<file path="config.mk">
export PLATFORM = sky130hd
export DESIGN_NAME = thermal_alert_ctrl
export DESIGN_NICKNAME = d
export VERILOG_FILES = /design/src/rtl/thm_pkg.sv /design/src/rtl/thm_seq.sv /design/src/rtl/thm_alert_ch.sv /design/src/rtl/thermal_alert_ctrl.sv
export SDC_FILE = /design/constraint.sdc
export NUM_CORES = 1
export LEC_CHECK = 0
export BUFFER_PORTS_ARGS = -buffer_cell sky130_fd_sc_hd__buf_4
export CORE_MARGIN = 5
export CORE_UTILIZATION = 53
export CTS_BUF_LIST = sky130_fd_sc_hd__clkbuf_4
export CTS_CLUSTER_SIZE = 16
export DETAILED_ROUTE_END_ITERATION = 8
export GPL_ROUTABILITY_DRIVEN = 0
export MAX_ROUTING_LAYER = met4
export PLACE_DENSITY = 0.77
export REMOVE_ABC_BUFFERS = 1
export SLEW_MARGIN = 30
export SYNTH_ARGS = -nofsm -noshare
export SYNTH_HDL_FRONTEND = slang
export SYNTH_SLANG_ARGS = --single-unit
</file>
<file path="constraint.sdc">
create_clock -name clk -period 3.4 [get_ports clk]
set_input_delay 0.68 -clock clk [delete_from_list [all_inputs] [get_ports clk]]
set_output_delay 0.68 -clock clk [all_outputs]
set_load 0.02 [all_outputs]
</file>
<file path="src/rtl/thm_pkg.sv">
package thm_pkg;
  localparam int AW = 8;
  localparam int DW = 32;
  localparam int TW = 9;
  localparam logic [AW-1:0] A_RUN  = 8'h00;
  localparam logic [AW-1:0] A_MODE = 8'h04;
  localparam logic [AW-1:0] A_REP  = 8'h08;
  localparam logic [AW-1:0] A_TEMP = 8'h0C;
  localparam logic [AW-1:0] A_INT  = 8'h10;
  localparam logic [AW-1:0] A_TRIM = 8'h14;
  localparam logic [AW-1:0] A_THR0 = 8'h20;
  localparam logic [3:0]    MODE_TEMP = 4'h5;
  localparam logic [DW-1:0] TRIM_MASK = 32'h7FFF_FFFF;
  typedef enum logic [1:0] {S_IDLE, S_WARM, S_RUN, S_LOCK} seq_st_t;
endpackage

</file>
<file path="src/rtl/thm_seq.sv">
module thm_seq import thm_pkg::*; #(
  parameter int STARTUP_CYC = 35000,
  parameter int LOCKOUT_CYC = 50000,
  parameter int PERIOD_UNIT = 64
) (
  input  logic       clk,
  input  logic       rst_n,
  input  logic       run_en,
  input  logic       mode_ok,
  input  logic       endless,
  input  logic [3:0] code,
  output logic       meas_req,
  output logic       active,
  output logic       warming,
  output logic       lock
);
  seq_st_t     st;
  logic [31:0] cnt;
  logic        req_q;
  logic [31:0] ival;

  assign ival = 32'(PERIOD_UNIT) << code;

  always_ff @(posedge clk or negedge rst_n) begin
    if (!rst_n) begin
      st    <= S_IDLE;
      cnt   <= '0;
      req_q <= 1'b0;
    end else begin
      req_q <= 1'b0;
      case (st)
        S_IDLE: if (run_en) begin st <= S_WARM; cnt <= '0; end
        S_WARM: begin
          if (!run_en) begin st <= S_LOCK; cnt <= '0; end
          else if (cnt == 32'(STARTUP_CYC - 1)) begin
            st <= S_RUN; cnt <= '0; req_q <= 1'b1;
          end else cnt <= cnt + 32'd1;
        end
        S_RUN: begin
          if (!run_en) begin st <= S_LOCK; cnt <= '0; end
          else if (cnt == ival - 32'd1) begin cnt <= '0; req_q <= endless; end
          else cnt <= cnt + 32'd1;
        end
        default: begin
          if (cnt == 32'(LOCKOUT_CYC - 1)) begin st <= S_IDLE; cnt <= '0; end
          else cnt <= cnt + 32'd1;
        end
      endcase
    end
  end

  assign active   = (st == S_RUN) && run_en && mode_ok;
  assign meas_req = req_q && active;
  assign warming  = (st == S_WARM);
  assign lock     = (st == S_LOCK) || ((st != S_IDLE) && !run_en);

  // no conversion request during warm-up
  p_no_req_warm_r2: assert property (@(posedge clk) disable iff (!rst_n)
    warming |-> !meas_req);
  // lockout ends only in idle
  p_lock_to_idle_r10: assert property (@(posedge clk) disable iff (!rst_n)
    (st == S_LOCK) |=> (st == S_LOCK) || (st == S_IDLE));
endmodule

</file>
<file path="src/rtl/thm_alert_ch.sv">
module thm_alert_ch import thm_pkg::*; (
  input  logic          clk,
  input  logic          rst_n,
  input  logic          fire,
  input  logic [TW-1:0] smp,
  input  logic [7:0]    thr,
  input  logic          ch_en,
  input  logic          int_en,
  input  logic          clr,
  output logic          pend
);
  logic hit;
  assign hit = fire && ch_en && int_en &&
               ($signed({smp[TW-1], smp}) >= $signed({2'b00, thr}));

  always_ff @(posedge clk or negedge rst_n) begin
    if (!rst_n)   pend <= 1'b0;
    else if (hit) pend <= 1'b1;
    else if (clr) pend <= 1'b0;
  end

  // clear strobe empties the flag
  p_clear_r6: assert property (@(posedge clk) disable iff (!rst_n)
    (clr && !hit) |=> !pend);
  // flag is sticky
  p_sticky_r5: assert property (@(posedge clk) disable iff (!rst_n)
    (pend && !clr) |=> pend);
endmodule

</file>
<file path="src/rtl/thermal_alert_ctrl.sv">
module thermal_alert_ctrl import thm_pkg::*; #(
  parameter int NCH         = 3,
  parameter int STARTUP_CYC = 35000,
  parameter int LOCKOUT_CYC = 50000,
  parameter int PERIOD_UNIT = 64
) (
  input  logic          clk,
  input  logic          rst_n,
  input  logic          bus_en,
  input  logic          bus_we,
  input  logic [AW-1:0] bus_addr,
  input  logic [DW-1:0] bus_wdata,
  output logic [DW-1:0] bus_rdata,
  input  logic          smp_valid,
  output logic          smp_ready,
  input  logic [TW-1:0] smp_data,
  output logic          meas_req,
  input  logic [DW-1:0] fuse_coef,
  output logic [DW-1:0] trim_word,
  output logic          irq
);
  logic          run_q, endless_q;
  logic [3:0]    mode_q, code_q;
  logic [TW-1:0] temp_q;
  logic [DW-1:0] trim_q, rd_mux, int_rd;
  logic [NCH-1:0] ien_q, chen_q, pend, clr;
  logic [7:0]    thr_q [NCH];
  logic          active, warming, lock, wr_ok, hs;

  assign wr_ok     = bus_en && bus_we && !lock;
  assign hs        = smp_valid && smp_ready;
  assign smp_ready = active;

  thm_seq #(.STARTUP_CYC(STARTUP_CYC), .LOCKOUT_CYC(LOCKOUT_CYC),
            .PERIOD_UNIT(PERIOD_UNIT)) u_seq (
    .clk(clk), .rst_n(rst_n), .run_en(run_q), .mode_ok(mode_q == MODE_TEMP),
    .endless(endless_q), .code(code_q), .meas_req(meas_req),
    .active(active), .warming(warming), .lock(lock));

  always_ff @(posedge clk or negedge rst_n) begin
    if (!rst_n) begin
      run_q <= 1'b0; mode_q <= '0; endless_q <= 1'b0; code_q <= '0;
      ien_q <= '0; trim_q <= '0; chen_q <= '0;
      for (int i = 0; i < NCH; i++) thr_q[i] <= '0;
    end else if (wr_ok) begin
      case (bus_addr)
        A_RUN:  run_q <= bus_wdata[0];
        A_MODE: mode_q <= bus_wdata[3:0];
        A_REP:  begin endless_q <= bus_wdata[24]; code_q <= bus_wdata[3:0]; end
        A_TRIM: trim_q <= bus_wdata & TRIM_MASK;
        A_INT:  for (int i = 0; i < NCH; i++) ien_q[i] <= bus_wdata[4*i];
        default: ;
      endcase
      for (int i = 0; i < NCH; i++)
        if (bus_addr == A_THR0 + 8'(4*i)) begin
          thr_q[i]  <= bus_wdata[23:16];
          chen_q[i] <= bus_wdata[0];
        end
    end
  end

  always_ff @(posedge clk or negedge rst_n) begin
    if (!rst_n)       temp_q <= '0;
    else if (warming) temp_q <= '0;
    else if (hs)      temp_q <= smp_data;
  end

  genvar g;
  generate
    for (g = 0; g < NCH; g++) begin : g_ch
      assign clr[g] = wr_ok && (bus_addr == A_INT) && bus_wdata[4*g+2];
      thm_alert_ch u_ch (
        .clk(clk), .rst_n(rst_n), .fire(hs), .smp(smp_data), .thr(thr_q[g]),
        .ch_en(chen_q[g]), .int_en(ien_q[g]), .clr(clr[g]), .pend(pend[g]));
    end
  endgenerate

  assign irq       = |(pend & ien_q);
  assign trim_word = (fuse_coef != '0) ? fuse_coef : trim_q;

  always_comb begin
    int_rd = '0;
    for (int i = 0; i < NCH; i++) begin
      int_rd[4*i]   = ien_q[i];
      int_rd[4*i+1] = pend[i];
    end
  end

  always_comb begin
    rd_mux = '0;
    case (bus_addr)
      A_RUN:  rd_mux = {23'b0, lock, 7'b0, run_q};
      A_MODE: rd_mux = {28'b0, mode_q};
      A_REP:  rd_mux = {7'b0, endless_q, 20'b0, code_q};
      A_TEMP: rd_mux = {23'b0, temp_q};
      A_INT:  rd_mux = int_rd;
      A_TRIM: rd_mux = trim_q;
      default: ;
    endcase
    for (int i = 0; i < NCH; i++)
      if (bus_addr == A_THR0 + 8'(4*i))
        rd_mux = {8'b0, thr_q[i], 15'b0, chen_q[i]};
  end

  always_ff @(posedge clk or negedge rst_n) begin
    if (!rst_n)                bus_rdata <= '0;
    else if (bus_en && !bus_we) bus_rdata <= rd_mux;
  end

  // run cannot be re-armed during lockout
  p_busy_norun_r10: assert property (@(posedge clk) disable iff (!rst_n)
    lock |=> !run_q);
  // stream opens only in temperature mode
  p_ready_mode_r8: assert property (@(posedge clk) disable iff (!rst_n)
    smp_ready |-> (mode_q == MODE_TEMP));
  // interrupt rises only after a sample or an interrupt-control write
  p_irq_cause_r7: assert property (@(posedge clk) disable iff (!rst_n)
    $rose(irq) |-> $past(hs || (wr_ok && bus_addr == A_INT)));
  // reading changes only on a transfer or warm-up clear
  p_temp_hold_r3: assert property (@(posedge clk) disable iff (!rst_n)
    (!hs && !warming) |=> $stable(temp_q));
endmodule

</file>
# ---- Word level (Yosys, flattened, before mapping)
# Index checks and enable logic that the tools add are counted.
dict set report totals {
  regBits 150
  latch_bits 0
  ramBits 0
  romBits 0
  inputBits 86
  output_inout_bits 67
  word_cells 120
  n_memories 0
}
dict set report classes {
  n_addsub 2
  multipliers 0
  div 0
  order_cmp 3
  n_eq_ne 18
  shift 1
  n_mux 31
  bitwise 1
  reduce_logical 44
}
# operator count
set ops {}
lappend ops {{two-way mux 32 bit} 10}
lappend ops {{one-hot mux 31 bit (6 select lines)} 1}
lappend ops {{one-hot mux 32 bit (3 select lines)} 1}
lappend ops {{equality test 32 x 16 -> 1 bit, second input constant} 2}
lappend ops {{adder 32 x 1 -> 32 bit, second input constant} 1}
lappend ops {{equality test 32 bit} 1}
lappend ops {{nonzero test 32 bit} 1}
lappend ops {{<< shifter 7 x 4 -> 32 bit, first input constant} 1}
lappend ops {{subtractor 32 x 1 -> 32 bit, second input constant} 1}
lappend ops {{>= comparator 9 bit} 3}
lappend ops {{equality test 8 x 6 -> 1 bit, second input constant} 3}
lappend ops {{logical AND 1 bit} 21}
lappend ops {{two-way mux 9 bit} 2}
lappend ops {{equality test 8 x 4 -> 1 bit, second input constant} 2}
lappend ops {{equality test 8 x 5 -> 1 bit, second input constant} 2}
lappend ops {{AND reduction 2 bit} 8}
lappend ops {{two-way mux 1 bit} 10}
lappend ops {{two-way mux 2 bit} 5}
lappend ops {{nonzero test 2 bit} 5}
lappend ops {{equality test 8 x 3 -> 1 bit, second input constant} 1}
lappend ops {{zero test 8 bit} 1}
lappend ops {{one-hot mux 2 bit (3 select lines)} 1}
lappend ops {{equality test 2 bit, second input constant} 2}
lappend ops {{equality test 4 x 3 -> 1 bit, second input constant} 1}
lappend ops {{other kinds (11)} 14}

# ---- Logic depth before layout (Yosys ltp)
# Gate-level depths: netlist of run 1.
dict set report depth {
  word_depth 9
  ltp_mapped 17
  depth_no_buf 11
}

# ---- Cells and area by module
# A second synthesis of run 1 with hierarchy kept.
dict set report hier_totals {
  cells_unflattened 878
  area_unflattened_um2 8774.7
}
# module instances cells_per_inst area_per_inst_um2 seq_area_each_um2
set modules_own_cells {}
lappend modules_own_cells {thermal_alert_ctrl 1 434 5217.5 2777.7}
lappend modules_own_cells {thm_seq 1 345 2802.7 875.8}
lappend modules_own_cells {thm_alert_ch 3 33 251.5 25.0}

# ---- Least setup slack after synthesis of run 1
# OpenSTA, ideal clock, no wires.
dict set report synth_timing {
  path_kind {register to register}
  startpoint {reg code_q[2]}
  endpoint {reg u_seq.cnt[9]}
  setup_ns 0.121
  arrival_time_ns 3.168
  required_ns 3.279
  path_slack_ns 0.111
  path_stages_with_launch 16
  path_buffers 5
  period_less_slack_ns 3.289
  cell_sequence {dfrtp_1 clkbuf_1 clkbuf_1 nor3_1 nand2_1 ha_1 clkbuf_1 inv_1 o221a_2 a2111oi_0 or4bb_1 nor4_2 a21oi_2 buf_6 buf_6 a22o_1}
}
dict set report synth_between {
  elab_chain_cells 6
}
# element line
set synth_lines {}
lappend synth_lines {{from (decl)} thermal_alert_ctrl.sv:23} ;# logic [3:0] mode_q, code_q;
lappend synth_lines {{from (signal assigned)} thermal_alert_ctrl.sv:49} ;# A_REP: begin endless_q <= bus_wdata[24]; code_q <= bus_wdata[3:0]; end
lappend synth_lines {{<< shifter 7 x 4 -> 32 bit} thm_seq.sv:22} ;# assign ival = 32'(PERIOD_UNIT) << code;
lappend synth_lines {{subtractor 32 x 1 -> 32 bit} thm_seq.sv:41} ;# else if (cnt == ival - 32'd1) begin cnt <= '0; req_q <= endless; end
lappend synth_lines {{equality test 32 bit} thm_seq.sv:41}
lappend synth_lines {{two-way mux 32 bit} thm_seq.sv:41}
lappend synth_lines {{two-way mux 32 bit} thm_seq.sv:40} ;# if (!run_en) begin st <= S_LOCK; cnt <= '0; end
lappend synth_lines {{one-hot mux 32 bit (3 select lines)} thm_seq.sv:31} ;# case (st)
lappend synth_lines {{to (signal assigned)} thm_seq.sv:37} ;# end else cnt <= cnt + 32'd1;
lappend synth_lines {{to (signal assigned)} thm_seq.sv:42} ;# else cnt <= cnt + 32'd1;
lappend synth_lines {{to (signal assigned)} thm_seq.sv:46} ;# else cnt <= cnt + 32'd1;
lappend synth_lines {{to (decl)} thm_seq.sv:18} ;# logic [31:0] cnt;
# No other way between the ends.
# A chain may end at the register's enable or synchronous reset.

# ---- Final worst setup path of run 1
dict set report layout_timing {
  startpoint {reg code_q[3]}
  endpoint {reg u_seq.cnt[5]}
}
# The elaborated chain is that of the path after synthesis.

==> flow_summary.ini, run 1 <==
[layout]
synthToLayoutAreaGrowth_pct = 20.8
most-common-layout-cells = 187 x buf_4, 149 x dfrtp_1, 90 x nand2_1, 57 x o21ai_0
drive_gt1_frac = 0.267
final_area_sq_um = 10200
utilization = 0.646
final_nets = 1161
layout.cells.non_filler = 1274
fill_cells = 1343
mostFrequentLayoutCell = buf_4

[clock_network]
clock_latency_ns = 0.54
cts_made_buffers = 17
root_buffer = clkbuf_4
postCtsSetupRepairBufs = 0
htreeDepth = 4
cts_tree = yes
path_clk_slew_ns = 0.13
clock-sinks = 149
holdBufCountCts = 0
clock_path_buffers = 2

[synthesis]
synth_seq_area_share = 0.442
yosysWarnings = 0
synth.distinct_cells = 71
synth_top_flop_cell = dfrtp_1
syn_area_sq_um = 8440
synth_edf_count = 0
syn_area_per_cell_sq_um = 9.46
async_flop_share = 1.00
ys_ff_latch = 149
syn-instance-count = 892

[sta]
period_share = 0.946
slew_headroom = 0.354
skew_ns = 0.0167
drv_slew = 0
worstMarginPinSlew_ns = 0.965
min_period_ns = 3.22
rsz0062_at_grt = no
hold_violations = 0
fmax_ghz = 0.311
hold_ws_ns = 0.159
setup_viol = 0

[status]
outcome = completed

[power_and_ir_drop]
irDropWorstVdd_uv = 333
p_leak_uw = 0.00494
powerDensity_nw_per_um2 = 390
total_power_uw = 3970

[flow_run]
cap_violations = 0

[floorplan]
ios = 153
fp.dieW_um = 136
start_util = 0.535
core_area_sq_um = 15800
rows = 46
die_area_sq_um = 18500
die_y_um = 136

[critical_path]
critPathKind = flip-flop to flip-flop
timing.rr.start = code_q[3]
endpoint_kind = flip-flop
crit_fanout = 10
arrival_ns = 3.62
r2r-end = u_seq.cnt[5]
critPathRequiredTime_ns = 3.80
start_kind = flip-flop
reg2reg_slack_ns = 0.18
worstRegToRegCells = 12

[global_routing]
grt_start_max_net_pins = 83
antenna_found_initial = 1
grt_pass1_wl_mm = 37.5
grt-ovfl-total = 0
grtUsageTotal = 0.265
grt_pass1_vias = 7231

[detailed_routing]
routedWlPerCell_um = 18.7
via_per_inst = 5.95
post-route-drc-count = 0
totalWireLength_mm = 23.9
via_count = 7579
drt_iter0_drc = 550
postRouteAntennaNets = 0
drt-pass1-iter-count = 5

[worst_hold_path]
hold_path.class = primary input to async pin

[place]
placed_area_sq_um = 9930
hpwl_mm = 17.8
io_buffers = 150
placedCellCount = 1242
[layer usage]
metal / vias up / wire length [um] / track usage
li1: 3593 / - / -
met1: 3705 / 10200 / 0.347
met2: 241 / 11800 / 0.423
met3: 40 / 1400 / 0.0485
met4: 0 / 490 / 0.0817
met5: - / 0 / -
[flip-flops by register name, summed over array words and instances, names as in the netlist, 4 cells and up]
| name | flops |
|---|---|
| u_seq.cnt | 32 |
| bus_rdata | 31 |
| trim_q | 31 |
| thr_q | 24 |
| temp_q | 9 |
| code_q | 4 |
| mode_q | 4 |
[stage by stage]
step	setup WS, ns	setup TNS (ns)
after global placement	0.119	0
after CTS	0.0622	0
final	0.183	0
after floorplan	-0.759	-13.20
after global routing	0.00224	0
after detailed placement	-0.00254	-0.00254
[Yosys cell counts, drive strengths merged, types with 5 or more instances]
cell | number | share of area
o31ai | 6 | 0.0053
or4 | 7 | 0.0062
a2111oi | 6 | 0.0062
o21ai | 57 | 0.034
and2 | 5 | 0.0037
clkbuf | 42 | 0.019
a21o | 48 | 0.043
o22ai | 6 | 0.0045
a31oi | 29 | 0.022
nand3 | 34 | 0.020
a21oi | 25 | 0.015
dfrtp | 149 | 0.44
nor2b | 6 | 0.0045
a22o | 14 | 0.015
xnor2 | 5 | 0.0052
nor2 | 49 | 0.022
and3 | 12 | 0.0089
ha | 30 | 0.044
a222oi | 7 | 0.0083
nor4 | 18 | 0.014
inv | 46 | 0.020
a21boi | 8 | 0.0071
nand4 | 10 | 0.0074
mux2 | 48 | 0.064
nor3 | 26 | 0.015
nand2b | 11 | 0.0082
buf | 14 | 0.0096
nand2 | 91 | 0.040
a22oi | 22 | 0.020
[layout make-up]
class	instances	area (sq um)	area share
clock buffer	18	135	0.0133
timing repair buffer	190	1460	0.143
antenna	1	2.50	0.000246
inverter	46	173	0.0170
clock inverter	13	88.8	0.00872
tap	216	270	0.0265
multi-input combinational	641	4330	0.425
sequential	149	3730	0.366
[power breakdown]
| group | internal, uW | leakage [uW] | switching [uW] |
|---|---|---|---|
| sequential | 1840 | 0.00193 | 66.6 |
| clock | 286 | 0.000109 | 649 |
| combinational | 476 | 0.00289 | 653 |
[repair_timing]
action,CTS,global route
endpoints found under the hold margin,0,0
resized for setup,2,5
setup endpoints to repair,5,30
[how the worst max path moves through the flow]
| stage | startpoint | slack [ns] | endpoint |
|---|---|---|---|
| 6_report | code_q[3] | 0.18 | u_seq.cnt[5] |
| 5_1_grt | code_q[0] | 0.002 | u_seq.cnt[5] |
| 4_1_cts | code_q[3] | 0.06 | u_seq.cnt[8] |
| 3_5_place_dp | code_q[3] | -0.003 | u_seq.cnt[5] |
| 3_3_place_gp | code_q[3] | 0.12 | u_seq.cnt[5] |
| 2_1_floorplan | code_q[3] | -0.76 | u_seq.cnt[19] |
[worst max-delay path, stage by stage (launching register included)]
cell and delay, ns:
dfrtp_1 0.42, nor4_2 0.35, inv_1 0.08, ha_2 0.29
xnor2_1 0.13, a2111oi_1 0.36, or4bb_1 0.56, nor4_4 0.19
a21oi_2 0.11, buf_4 0.17, buf_4 0.17, a41oi_1 0.19
a31oi_1 0.06
[cells by family after synthesis]
logic type               count (synthesis)  synth area share
AO/OA/AOI/OAI                          253             0.206
buffers and inverters                  102            0.0488
adder cells (fa/ha/maj)                 30            0.0445
multiplexers                            51            0.0676
flip-flops                             149             0.442
XOR/XNOR                                 9           0.00934
other                                    1          0.000445
AND/OR/NAND/NOR                        297             0.181
Note: power is estimated with default switching activity, not from simulation.
==> run 2, diff against run 1 <==
--- a/config.mk
+++ b/config.mk
@@ -6,14 +6,16 @@
 export NUM_CORES = 1
 export LEC_CHECK = 0
 export BUFFER_PORTS_ARGS = -buffer_cell sky130_fd_sc_hd__buf_4
+export CELL_PAD_IN_SITES_DETAIL_PLACEMENT = 1
+export CELL_PAD_IN_SITES_GLOBAL_PLACEMENT = 2
 export CORE_MARGIN = 5
-export CORE_UTILIZATION = 53
+export CORE_UTILIZATION = 36
 export CTS_BUF_LIST = sky130_fd_sc_hd__clkbuf_4
 export CTS_CLUSTER_SIZE = 16
 export DETAILED_ROUTE_END_ITERATION = 8
 export GPL_ROUTABILITY_DRIVEN = 0
 export MAX_ROUTING_LAYER = met4
-export PLACE_DENSITY = 0.77
+export PLACE_DENSITY = 0.81
 export REMOVE_ABC_BUFFERS = 1
 export SLEW_MARGIN = 30
 export SYNTH_ARGS = -nofsm -noshare
==> constraint.sdc (replaced) <==
create_clock -name clk -period 3.64 [get_ports clk]
set_input_delay 0.728 -clock clk [delete_from_list [all_inputs] [get_ports clk]]
set_output_delay 0.728 -clock clk [all_outputs]
set_load 0.02 [all_outputs]
==> flow_summary.ini, run 2 (same netlist as run 1, synthesis figures left out) <==
[status]
outcome = completed

[floorplan]
die_area_sq_um = 26600
ios = 153
die_y_um = 163
core_area_sq_um = 23300
fp.dieW_um = 163
start_util = 0.363
rows = 56

[sta]
finalWorstSetupSlack_ns = 0.276
setup_viol = 0
skew_ns = 0.0379
rsz0062_at_grt = no
slew_headroom = 0.519
worstMarginPinSlew_ns = 0.719
drv_slew = 0
period_share = 0.924
min_period_ns = 3.36
hold_violations = 0
fmax_ghz = 0.297

[layout]
final_nets = 1156
largest_reg_flops = 32
drive_gt1_frac = 0.268
mostFrequentLayoutCell = buf_4
largest_registers = u_seq.cnt: 32 flops, bus_rdata: 31 flops, trim_q: 31 flops
regMostFlops = u_seq.cnt
most-common-layout-cells = 182 x buf_4, 149 x dfrtp_1, 90 x nand2_1, 57 x o21ai_0
synthToLayoutAreaGrowth_pct = 22.6

[clock_network]
root_buffer = clkbuf_4
cts_made_buffers = 17
path_clk_slew_ns = 0.16
holdBufCountCts = 0
clock_latency_ns = 0.58
htreeDepth = 4
clock-sinks = 149
cts_resized = 0
postCtsSetupRepairBufs = 0
clock_path_buffers = 2
cts_tree = yes

[critical_path]
start_kind = flip-flop
crit_start = code_q[3]
worstRegToRegCells = 13
critPathCapture = u_seq.cnt[17]
critPathRequiredTime_ns = 4.10
crit_fanout = 40
endpoint_kind = flip-flop
r2r-end = u_seq.cnt[17]
timing.rr.start = code_q[3]
reg2reg_slack_ns = 0.28
arrival_ns = 3.82
critPathKind = flip-flop to flip-flop

[global_routing]
grtUsageTotal = 0.218
grt_pass1_vias = 7837
grt-ovfl-total = 0
antenna_found_initial = 1
grt_pass1_wl_mm = 44.3
grt_start_max_net_pins = 71

[detailed_routing]
routedWlPerCell_um = 20.6
met3_length_mm = 1.06
totalWireLength_mm = 28.2
drt-pass1-iter-count = 6
drt_iter0_drc = 417
wl_met1_mm = 12.3
wl_met2_mm = 14.4
via_per_inst = 5.51
postRouteAntennaNets = 0
post-route-drc-count = 0
via_count = 7556
routed.top_layer = met4

[power_and_ir_drop]
powerDensity_nw_per_um2 = 378
irDropWorstVdd_uv = 340
total_power_uw = 3910
p_leak_uw = 0.00496

[place]
dp_slack_ns = 0.119
io_buffers = 150
hpwl_mm = 21.1

[flow_run]
cap_violations = 0

[worst_hold_path]
hold_path.class = primary input to async pin
-- run 2: changes by cell type in the layout (fill, tap and decap cells not counted), moves of 3 or more --
cell        delta
buf_4          -5
clkinvlp_4     -4
clkinv_1       -3
inv_6          +8
inv_8          +3
clkinv_4       -4
-- run 2: how the worst min path moves through the flow --
stage,slack (ns),start,to,cells after the start
6_report,0.13,rst_n,bus_rdata[17],1
4_1_cts,0.12,rst_n,bus_rdata[17],1
5_1_grt,0.11,rst_n,bus_rdata[17],1
3_5_place_dp,0.48,bus_rdata[3],bus_rdata[3],2
2_1_floorplan,0.43,rst_n,bus_rdata[0],0
3_3_place_gp,0.47,bus_rdata[8],bus_rdata[8],2
-- run 2: per-stage QoR --
stage / std cells / hold slack (ns) / setup TNS (ns) / area, sq um / util
after global routing: 1372 / 0.107 / 0 / 10300 / 0.445
after global placement: 1340 / 0.470 / 0 / 10000 / 0.431
after CTS: 1371 / 0.118 / 0 / 10300 / 0.443
after floorplan: 836 / 0.432 / -5.79 / 8200 / -
final: 1372 / 0.131 / 0 / 10300 / 0.445
after detailed placement: 1340 / 0.477 / 0 / 10000 / 0.431
-- run 2: worst max-delay path: stages (launching register included) --
cell and delay (ns):
dfrtp_1 0.46, nor4_2 0.33, inv_1 0.07, ha_1 0.33
nor4b_1 0.23, a2111oi_0 0.38, o21ai_0 0.20, nor4_1 0.29
o21a_1 0.26, a21oi_2 0.11, buf_12 0.19, nor2_1 0.16
buf_4 0.16, o21ai_0 0.08
-- run 2: area by class of cell --
type	instances	area (sq um)
flip-flops and latches	149	3730
multi-input cells	641	4340
fillers	2707	12900
repair buffers	185	1420
diodes	1	2.50
clock buffers	17	128
well taps	319	399
clock inverters	14	158
inverters	46	173
-- run 2: power breakdown --
group / total, uW / switching (uW) / internal [uW]
registers: 1790 / 64.8 / 1720
logic: 1040 / 630 / 407
clock network: 1090 / 717 / 372
-- run 2: routing by layer --
layer | up-vias | track usage
met5 | - | -
met4 | 0 | 0.0499
met3 | 26 | 0.0379
met2 | 155 | 0.373
met1 | 3794 | 0.272
li1 | 3581 | -
